--- src/rtl/i2c_byte_master.sv ---
`timescale 1ns/1ps
module i2c_byte_master #(
  parameter int DIV = 125
) (
  input  logic       clk,
  input  logic       rst_n,
  input  logic       wr_en,
  input  logic [1:0] wr_addr,
  input  logic [7:0] wr_data,
  input  logic       sda_in,
  output logic       scl_oe,
  output logic       sda_oe,
  output logic       busy,
  output logic       tx_empty,
  output logic       ack_nak,
  output logic       rnw,
  output logic [3:0] ctrl_q
);
  localparam int CW = (DIV > 2) ? $clog2(DIV) : 1;

  typedef enum logic [2:0] {S_IDLE, S_START, S_BITS, S_STOP, S_HOLD} st_t;
  st_t st;

  logic [CW-1:0] cnt;
  logic [1:0]    ph;
  logic [3:0]    bcnt;
  logic [7:0]    dreg, sh;
  logic go_q, sta_q, sto_q, alie_q, stop_pend;
  logic scl_q, sda_q, txe_q, nak_q, rnw_q;

  wire dat_wr    = wr_en && wr_addr == 2'd0;
  wire ctl_wr    = wr_en && wr_addr == 2'd1;
  wire sts_wr    = wr_en && wr_addr == 2'd2;
  wire active    = st == S_START || st == S_BITS || st == S_STOP;
  wire launch    = go_q && !ctl_wr && (st == S_IDLE || st == S_HOLD);
  wire add_start = sta_q || st == S_IDLE;
  wire tick      = active && cnt == CW'(DIV - 1);
  wire byte_done = tick && st == S_BITS && ph == 2'd3 && bcnt == 4'd8;

  always_ff @(posedge clk or negedge rst_n) begin
    if (!rst_n) begin
      go_q <= 1'b0; sta_q <= 1'b0; sto_q <= 1'b0; alie_q <= 1'b0;
    end else if (ctl_wr) begin
      go_q   <= wr_data[0];
      sta_q  <= wr_data[1];
      sto_q  <= wr_data[2];
      alie_q <= (st == S_IDLE) ? wr_data[3] : alie_q;
    end else if (launch) begin
      go_q   <= 1'b0;
      alie_q <= 1'b0;
    end
  end

  always_ff @(posedge clk or negedge rst_n) begin
    if (!rst_n) dreg <= '0;
    else if (dat_wr) dreg <= wr_data;
  end

  always_ff @(posedge clk or negedge rst_n) begin
    if (!rst_n) txe_q <= 1'b0;
    else if (byte_done) txe_q <= 1'b1;
    else if (sts_wr && wr_data[0]) txe_q <= 1'b0;
  end

  always_ff @(posedge clk or negedge rst_n) begin
    if (!rst_n) begin
      st <= S_IDLE; cnt <= '0; ph <= '0; bcnt <= '0; sh <= '0;
      scl_q <= 1'b0; sda_q <= 1'b0; nak_q <= 1'b0; rnw_q <= 1'b0;
      stop_pend <= 1'b0;
    end else if (launch) begin
      cnt <= '0; ph <= '0; bcnt <= '0;
      sh <= dreg;
      stop_pend <= sto_q;
      if (add_start) begin
        st    <= S_START;
        rnw_q <= dreg[0];
        sda_q <= 1'b0;
      end else begin
        st <= S_BITS;
      end
    end else if (active) begin
      cnt <= tick ? '0 : cnt + 1'b1;
      if (tick) begin
        ph <= ph + 2'd1;
        case (st)
          S_START:
            case (ph)
              2'd0: scl_q <= 1'b0;
              2'd1: sda_q <= 1'b1;
              2'd2: scl_q <= 1'b1;
              default: begin st <= S_BITS; bcnt <= '0; end
            endcase
          S_BITS:
            case (ph)
              2'd0: sda_q <= (bcnt < 4'd8) ? ~sh[7] : 1'b0;
              2'd1: scl_q <= 1'b0;
              2'd2: if (bcnt == 4'd8) nak_q <= sda_in;
              default: begin
                scl_q <= 1'b1;
                if (bcnt == 4'd8) st <= stop_pend ? S_STOP : S_HOLD;
                else begin
                  bcnt <= bcnt + 4'd1;
                  sh   <= {sh[6:0], 1'b0};
                end
              end
            endcase
          S_STOP:
            case (ph)
              2'd0: sda_q <= 1'b1;
              2'd1: scl_q <= 1'b0;
              2'd2: sda_q <= 1'b0;
              default: st <= S_IDLE;
            endcase
          default: ;
        endcase
      end
    end
  end

  assign scl_oe   = scl_q;
  assign sda_oe   = sda_q;
  assign busy     = st != S_IDLE;
  assign tx_empty = txe_q;
  assign ack_nak  = nak_q;
  assign rnw      = rnw_q;
  assign ctrl_q   = {alie_q, sto_q, sta_q, go_q};

  assert_sda_stable_scl_high_R9: assert property (@(posedge clk) disable iff (!rst_n)
    (st == S_BITS && $past(st) == S_BITS && (!scl_q || !$past(scl_q))) |-> $stable(sda_q));

  assert_ack_slot_released_R8: assert property (@(posedge clk) disable iff (!rst_n)
    (st == S_BITS && bcnt == 4'd8 && ph != 2'd0) |-> !sda_q);

  assert_alie_clear_when_busy_R10: assert property (@(posedge clk) disable iff (!rst_n)
    busy |-> !alie_q);

  assert_launch_self_clears_R3: assert property (@(posedge clk) disable iff (!rst_n)
    (st == S_IDLE && go_q && !ctl_wr) |=> (!go_q && st == S_START));

  assert_txe_rise_at_byte_end_R4: assert property (@(posedge clk) disable iff (!rst_n)
    $rose(txe_q) |-> (st == S_HOLD || st == S_STOP) && scl_q);

  assert_stop_releases_lines_R7: assert property (@(posedge clk) disable iff (!rst_n)
    ($past(st) == S_STOP && st == S_IDLE) |-> (!scl_q && !sda_q));

  assert_w1c_clears_R5: assert property (@(posedge clk) disable iff (!rst_n)
    (sts_wr && wr_data[0] && !byte_done) |=> !txe_q);
endmodule

--- config.mk ---
export PLATFORM = sky130hd
export DESIGN_NAME = i2c_byte_master
export DESIGN_NICKNAME = d
export VERILOG_FILES = /design/src/rtl/i2c_byte_master.sv
export SDC_FILE = /design/constraint.sdc
export NUM_CORES = 1
export LEC_CHECK = 0
export ABC_CLOCK_PERIOD_IN_PS = 3600
export BUFFER_PORTS_ARGS = -buffer_cell sky130_fd_sc_hd__buf_2
export CORE_MARGIN = 1.5
export CORE_UTILIZATION = 55
export CTS_BUF_LIST = sky130_fd_sc_hd__clkbuf_8
export DETAILED_ROUTE_END_ITERATION = 7
export PLACE_DENSITY = 0.75
export SYNTH_ARGS = -nofsm -noshare
export SYNTH_HDL_FRONTEND = slang
export SYNTH_SLANG_ARGS = --single-unit
--- constraint.sdc ---
create_clock -name clk -period 3.6 [get_ports clk]
set_input_delay 0.36 -clock clk [delete_from_list [all_inputs] [get_ports clk]]
set_output_delay 0.36 -clock clk [all_outputs]
set_load 0.02 [all_outputs]
# [Yosys cells after proc, flatten, opt, wreduce, memory -nomap -nowiden]
# Index checks and enable logic that the tools add are counted.
[word_totals] regBits=42 latch_bits=0 ramBits=0 mem_bits_ro=0 input_bits=14 output_inout_bits=10 elab_cells=134 n_memories=0
[op_classes] add_sub_neg=3 n_mul=0 n_div=0 magnitude_cmp=1 eq_ne=26 n_shift=0 mux=48 bitwise_logic=2 n_reduce_logical=38
[ops] cell="8-bit 2-to-1 mux" count=6
[ops] cell="3-bit 2-to-1 mux" count=8
[ops] cell="4-bit 2-to-1 mux" count=6
[ops] cell="7-bit 2-to-1 mux" count=3
[ops] cell="7-bit AND reduction" count=3
[ops] cell="1-bit 2-to-1 mux" count=14
[ops] cell="3-bit inequality test (second input constant)" count=4
[ops] cell="6-bit AND reduction" count=2
[ops] cell="1-bit logical AND" count=10
[ops] cell="2-bit nonzero test" count=5
[ops] cell="3-bit by 2-bit inequality test with 1-bit output (second input constant)" count=3
[ops] cell="3-bit case mux with 3 select lines" count=1
[ops] cell="3-bit nonzero test" count=3
[ops] cell="2-bit 2-to-1 mux" count=4
[ops] cell="2-bit by 1-bit inequality test with 1-bit output (second input constant)" count=4
[ops] cell="4-bit case mux with 2 select lines" count=1
[ops] cell="7-bit by 1-bit adder with 7-bit output (second input constant)" count=1
[ops] cell="7-bit equality test (second input constant)" count=1
[ops] cell="2-bit equality test (second input constant)" count=3
[ops] cell="3-bit by 2-bit equality test with 1-bit output (second input constant)" count=2
[ops] cell="1-bit case mux with 2 select lines" count=3
[ops] cell="1-bit case mux with 3 select lines" count=2
[ops] cell="2-bit AND reduction" count=3
[ops] cell="5-bit AND reduction" count=1
[ops] cell="other kinds (18)" count=25

# [Logic depth before layout (Yosys ltp)]
[logic_depth] word_depth=8 ltp_mapped=7 ltp_nobuf=6

# [Least setup slack after synthesis]
# OpenSTA, ideal clock, no wires.
[synth_path] kind="register -> register" from="register cnt[0]" to="register sh[1]" setup_time_ns=0.123 arrival_ns=1.574 t_required_ns=3.477 slack_ns=1.903 stages_incl_launch_ff=7 n_path_buf=0 period_less_slack_ns=1.697 cell_sequence="dfrtp_1 -> inv_1 -> ha_1 -> nand2_1 -> nor3_4 -> nand3_2 -> o221a_2"
[synth_via] elab_chain_cells=4
[synth_lines] element="start: declaration" line_no="24" rtl="logic [CW-1:0] cnt;"
[synth_lines] element="start signal: assignment" line_no="82" rtl="cnt <= tick ? '0 : cnt + 1'b1;"
[synth_lines] element="7-bit equality test" line_no="37" rtl="wire tick = active && cnt == CW'(DIV - 1);"
[synth_lines] element="1-bit logical AND" line_no="37"
[synth_lines] element="2-bit nonzero test (no line)"
[synth_lines] element="5-bit AND reduction (no line)"
[synth_lines] element="end signal: assignment" line_no="72" rtl="sh <= dreg;"
[synth_lines] element="end signal: assignment" line_no="103" rtl="sh <= {sh[6:0], 1'b0};"
[synth_lines] element="end: declaration" line_no="27" rtl="logic [7:0] dreg, sh;"
# Every way passes these cells.
# A chain may end at the register's enable or synchronous reset.

# [Worst setup path after layout]
[layout_path] from="register st[0]" to="register bcnt[1]"
[layout_via] elab_chain_cells=6 word_cells_on_any_way=21 cone_classes="eq/ne: 7; mux: 4; reduce/logical: 10"
[layout_lines] element="start: declaration" line_no="22" rtl="st_t st;"
[layout_lines] element="start signal: assignment" line_no="100" rtl="if (bcnt == 4'd8) st <= stop_pend ? S_STOP : S_HOLD;"
[layout_lines] element="3-bit by 1-bit equality test with 1-bit output or 3-bit by 2-bit equality test with 1-bit output (tied branches)" line_no="34, 85"
[layout_lines] element="1-bit logical OR (2 in a row)" line_no="34" rtl="wire active = st == S_START || st == S_BITS || st == S_STOP;"
[layout_lines] element="1-bit logical AND" line_no="37"
[layout_lines] element="2-bit nonzero test (no line)"
[layout_lines] element="6-bit AND reduction (no line)"
[layout_lines] element="end signal: assignment" line_no="102" rtl="bcnt <= bcnt + 4'd1;"
[layout_lines] element="end: declaration" line_no="26" rtl="logic [3:0] bcnt;"
# Several ways; a longest one is shown, not always the timed one. The select of a mux whose other input is x is not followed.

==> out/metrics.yaml <==
run_status: "finished clean"
syn_avg_cell_area_um2: 10.8
syn-num-nets: 238
worstPathMaxFanout: 18
hold_buffers: 0
reg2reg_depth: 4
insertion_delay_ns: 0.30
drt-total-wl_mm: 4.46
root_buffer: "clkbuf_8"
hpwl_mm: 3.17
overflow: 0
yosys_warnings: 0
fill_cells: 352
gp_congestion: 0.824
antenna_cells: 0
htree_num_levels: 2
synth_enable_flop_cells: 0
cts_tree: "built"
numPortBuffers: 23
vias: 1671
ff2ff_setup_slack_ns: 1.48
finalHoldViolations: 0
ys_top_cells_by_count: "42 x dfrtp_1, 13 x nand3_1, 12 x nand2_1"
grt_pass1_wl_mm: 7.69
initial_core_util_pct: 58.0
synth.area.top_cells: "dfrtp_1 45%, mux2_2 5.3%, ha_1 4.3%"
synth_most_common_cell: "dfrtp_1"
avgRoutedWirePerCell_um: 15.7
p_per_area_mw_per_mm2: 692
regArea_mm2: 0.00105
viasPerCell: 5.88
drc: 0
fmax_mhz: 472
syn_area_mm2: 0.00234
syn_to_final_growth_pct: 7.82
r2r-end: "bcnt[1]$_DFFE_PN0P_"
r2r_start: "st[0]$_DFFE_PN0P_"
nNetsFinal: 255
critPathLaunchType: "flip-flop"
grt_usage_pct: 22.5
clkTransAtPathRegs_ns: 0.08
drv_slew: 0
netlist_instances: 216
ys_ff_latch: 42
grt_max_degree: 43
cap_violations: 0
ir_drop_mv: 0.364
slew_headroom_pct: 39.2
finalCritPeriodShare_pct: 58.8
ioPinCount: 24
die_w_um: 68.2
path_class: "reg -> reg"
crit_required_ns: 3.83
antenna_found_initial: 0
cts_resized: 0
grt_pass1_vias: 1583
p_leak_uw: 0.00111
max_stage_delay_ns: 0.58
die_h_um: 68.2
clk_path_buf_depth: 2
synth_cell_types: 56
hold_class: "in -> async"
numCtsBuffers: 5
setup_viol: 0
std_cell_rows: 23
yosysSeqAreaShare_pct: 45.0
multi_input_area_mm2: 0.00117
drive_gt1_share_pct: 26.9
yosysTopAreaCell: "dfrtp_1"
rsz0062_at_grt: "no"
post-route-util_pct: 62.5
ys_async_sr_fraction_pct: 100
crit_slowest_cell: "dfrtp_1"
worstSetupEndpointType: "flip-flop"
drt_pass1_iterations: 4
post-cts-setup-buffers: 0
crit_chain: "nor2_1 -> nand3_1 -> a21oi_1 -> mux2i_1"
cp.arrival_ns: 2.35
fin_crit_ns: 2.12
synthFlopType: "dfrtp_1"
drt_iter0_drc: 123
tightest_slew_ns: 0.913
die-area_mm2: 0.00465
core_area_mm2: 0.00403
ant_nets: 0
setup_tns_ns: 0
synth_top_area_share_pct: 45.0
cts.sinks: 42
clock_skew_ns: 0.00301
## worst max-delay path: cells and delay by family (launching register included)
kind	cells	cell delay (ns)
compound gates	1	0.49
mux	1	0.22
flops	1	0.58
simple gates	2	0.75
## where the power goes
group | internal, uW | switching, uW
clock network | 136 | 175
logic | 302 | 364
registers | 622 | 145
total | 1060 | 683
## cell usage in the layout (no fill, tap or decap), types with 2 or more instances in the layout
| master | n |
|---|---|
| dfrtp_1 | 42 |
| buf_2 | 23 |
| nand3_1 | 13 |
| nand2_1 | 12 |
| mux2_2 | 11 |
| nor2_1 | 10 |
| inv_1 | 9 |
| nand2b_1 | 9 |
| ha_1 | 8 |
| a21oi_1 | 7 |
| o221a_2 | 7 |
| o21ai_0 | 6 |
| nor3_1 | 5 |
| clkbuf_8 | 5 |
| a22o_1 | 4 |
| o31ai_1 | 4 |
| a21o_1 | 3 |
| nand3b_1 | 3 |
| mux2i_1 | 3 |
| nor3b_1 | 3 |
| or3_1 | 2 |
| nor3b_2 | 2 |
| and2_1 | 2 |
| a211o_1 | 2 |
| o22ai_1 | 2 |
| a31oi_1 | 2 |
| nand3_2 | 2 |
| a31o_2 | 2 |
| nand4b_1 | 2 |
| a32o_1 | 2 |
## per-stage QoR
step / hold slack (ns) / cell area (um^2) / total power [uW] / std cells / setup WS [ns]
after floorplan: 0.0644 / 2340 / 1300 / 216 / 1.90
after global placement: 0.484 / 2430 / 1430 / 276 / 1.60
after detailed placement: 0.482 / 2430 / 1440 / 276 / 1.53
after CTS: 0.227 / 2520 / 1750 / 284 / 1.51
after global routing: 0.266 / 2520 / 1880 / 284 / 1.31
final: 0.186 / 2520 / 1740 / 284 / 1.48
## worst max-delay path by stage
| stage | from | end | depth (start not counted) |
|---|---|---|---|
| finish | st[0]$_DFFE_PN0P_ | bcnt[1]$_DFFE_PN0P_ | 4 |
| global route | st[0]$_DFFE_PN0P_ | bcnt[1]$_DFFE_PN0P_ | 4 |
| CTS | st[0]$_DFFE_PN0P_ | bcnt[1]$_DFFE_PN0P_ | 4 |
| detailed placement | st[0]$_DFFE_PN0P_ | bcnt[1]$_DFFE_PN0P_ | 4 |
| global placement | st[0]$_DFFE_PN0P_ | bcnt[1]$_DFFE_PN0P_ | 4 |
| floorplan | cnt[0]$_DFFE_PN0P_ | sh[1]$_DFFE_PN0P_ | 6 |
## registers in the layout, indices dropped and copies added, names as in the netlist
| signal | count |
|---|---|
| cnt | 7 |
| sda_oe | 1 |
| go_q | 1 |
| tx_empty | 1 |
| stop_pend | 1 |
| sta_q | 1 |
| sto_q | 1 |
| alie_q | 1 |
| st | 3 |
| ack_nak | 1 |
| ph | 2 |
| bcnt | 4 |
| dreg | 8 |
| rnw | 1 |
| sh | 8 |
| scl_oe | 1 |
## routing by layer
| layer | routed length [um] | GRT usage, % | up-vias |
|---|---|---|---|
| met5 | 0 | 0 | - |
| met4 | 50 | 6.75 | 0 |
| met3 | 143 | 4.93 | 5 |
| met2 | 1970 | 32.3 | 36 |
| met1 | 2290 | 33.8 | 795 |
| li1 | - | - | 835 |
## cell type report
cell class	count	area share [%]
Clock buffer	5	2.73
Clock inverter	3	0.844
Inverter	9	1.34
Multi-Input combinational cell	152	46.3
Sequential cell	42	41.7
Tap cell	50	2.48
Timing Repair Buffer	23	4.57
## logic make-up (layout without fill, tap and decap cells)
family	Yosys count	count (layout)	synth area share, %
AND/OR/NAND/NOR	75	75	20.1
AO/OA/AOI/OAI	52	52	17.5
flip-flops	42	42	45.0
buffers and inverters	22	40	5.09
multiplexers	16	16	7.71
adder cells (fa/ha/maj)	8	8	4.28
XOR/XNOR	1	1	0.375
Power figures use the tool's default switching activity.
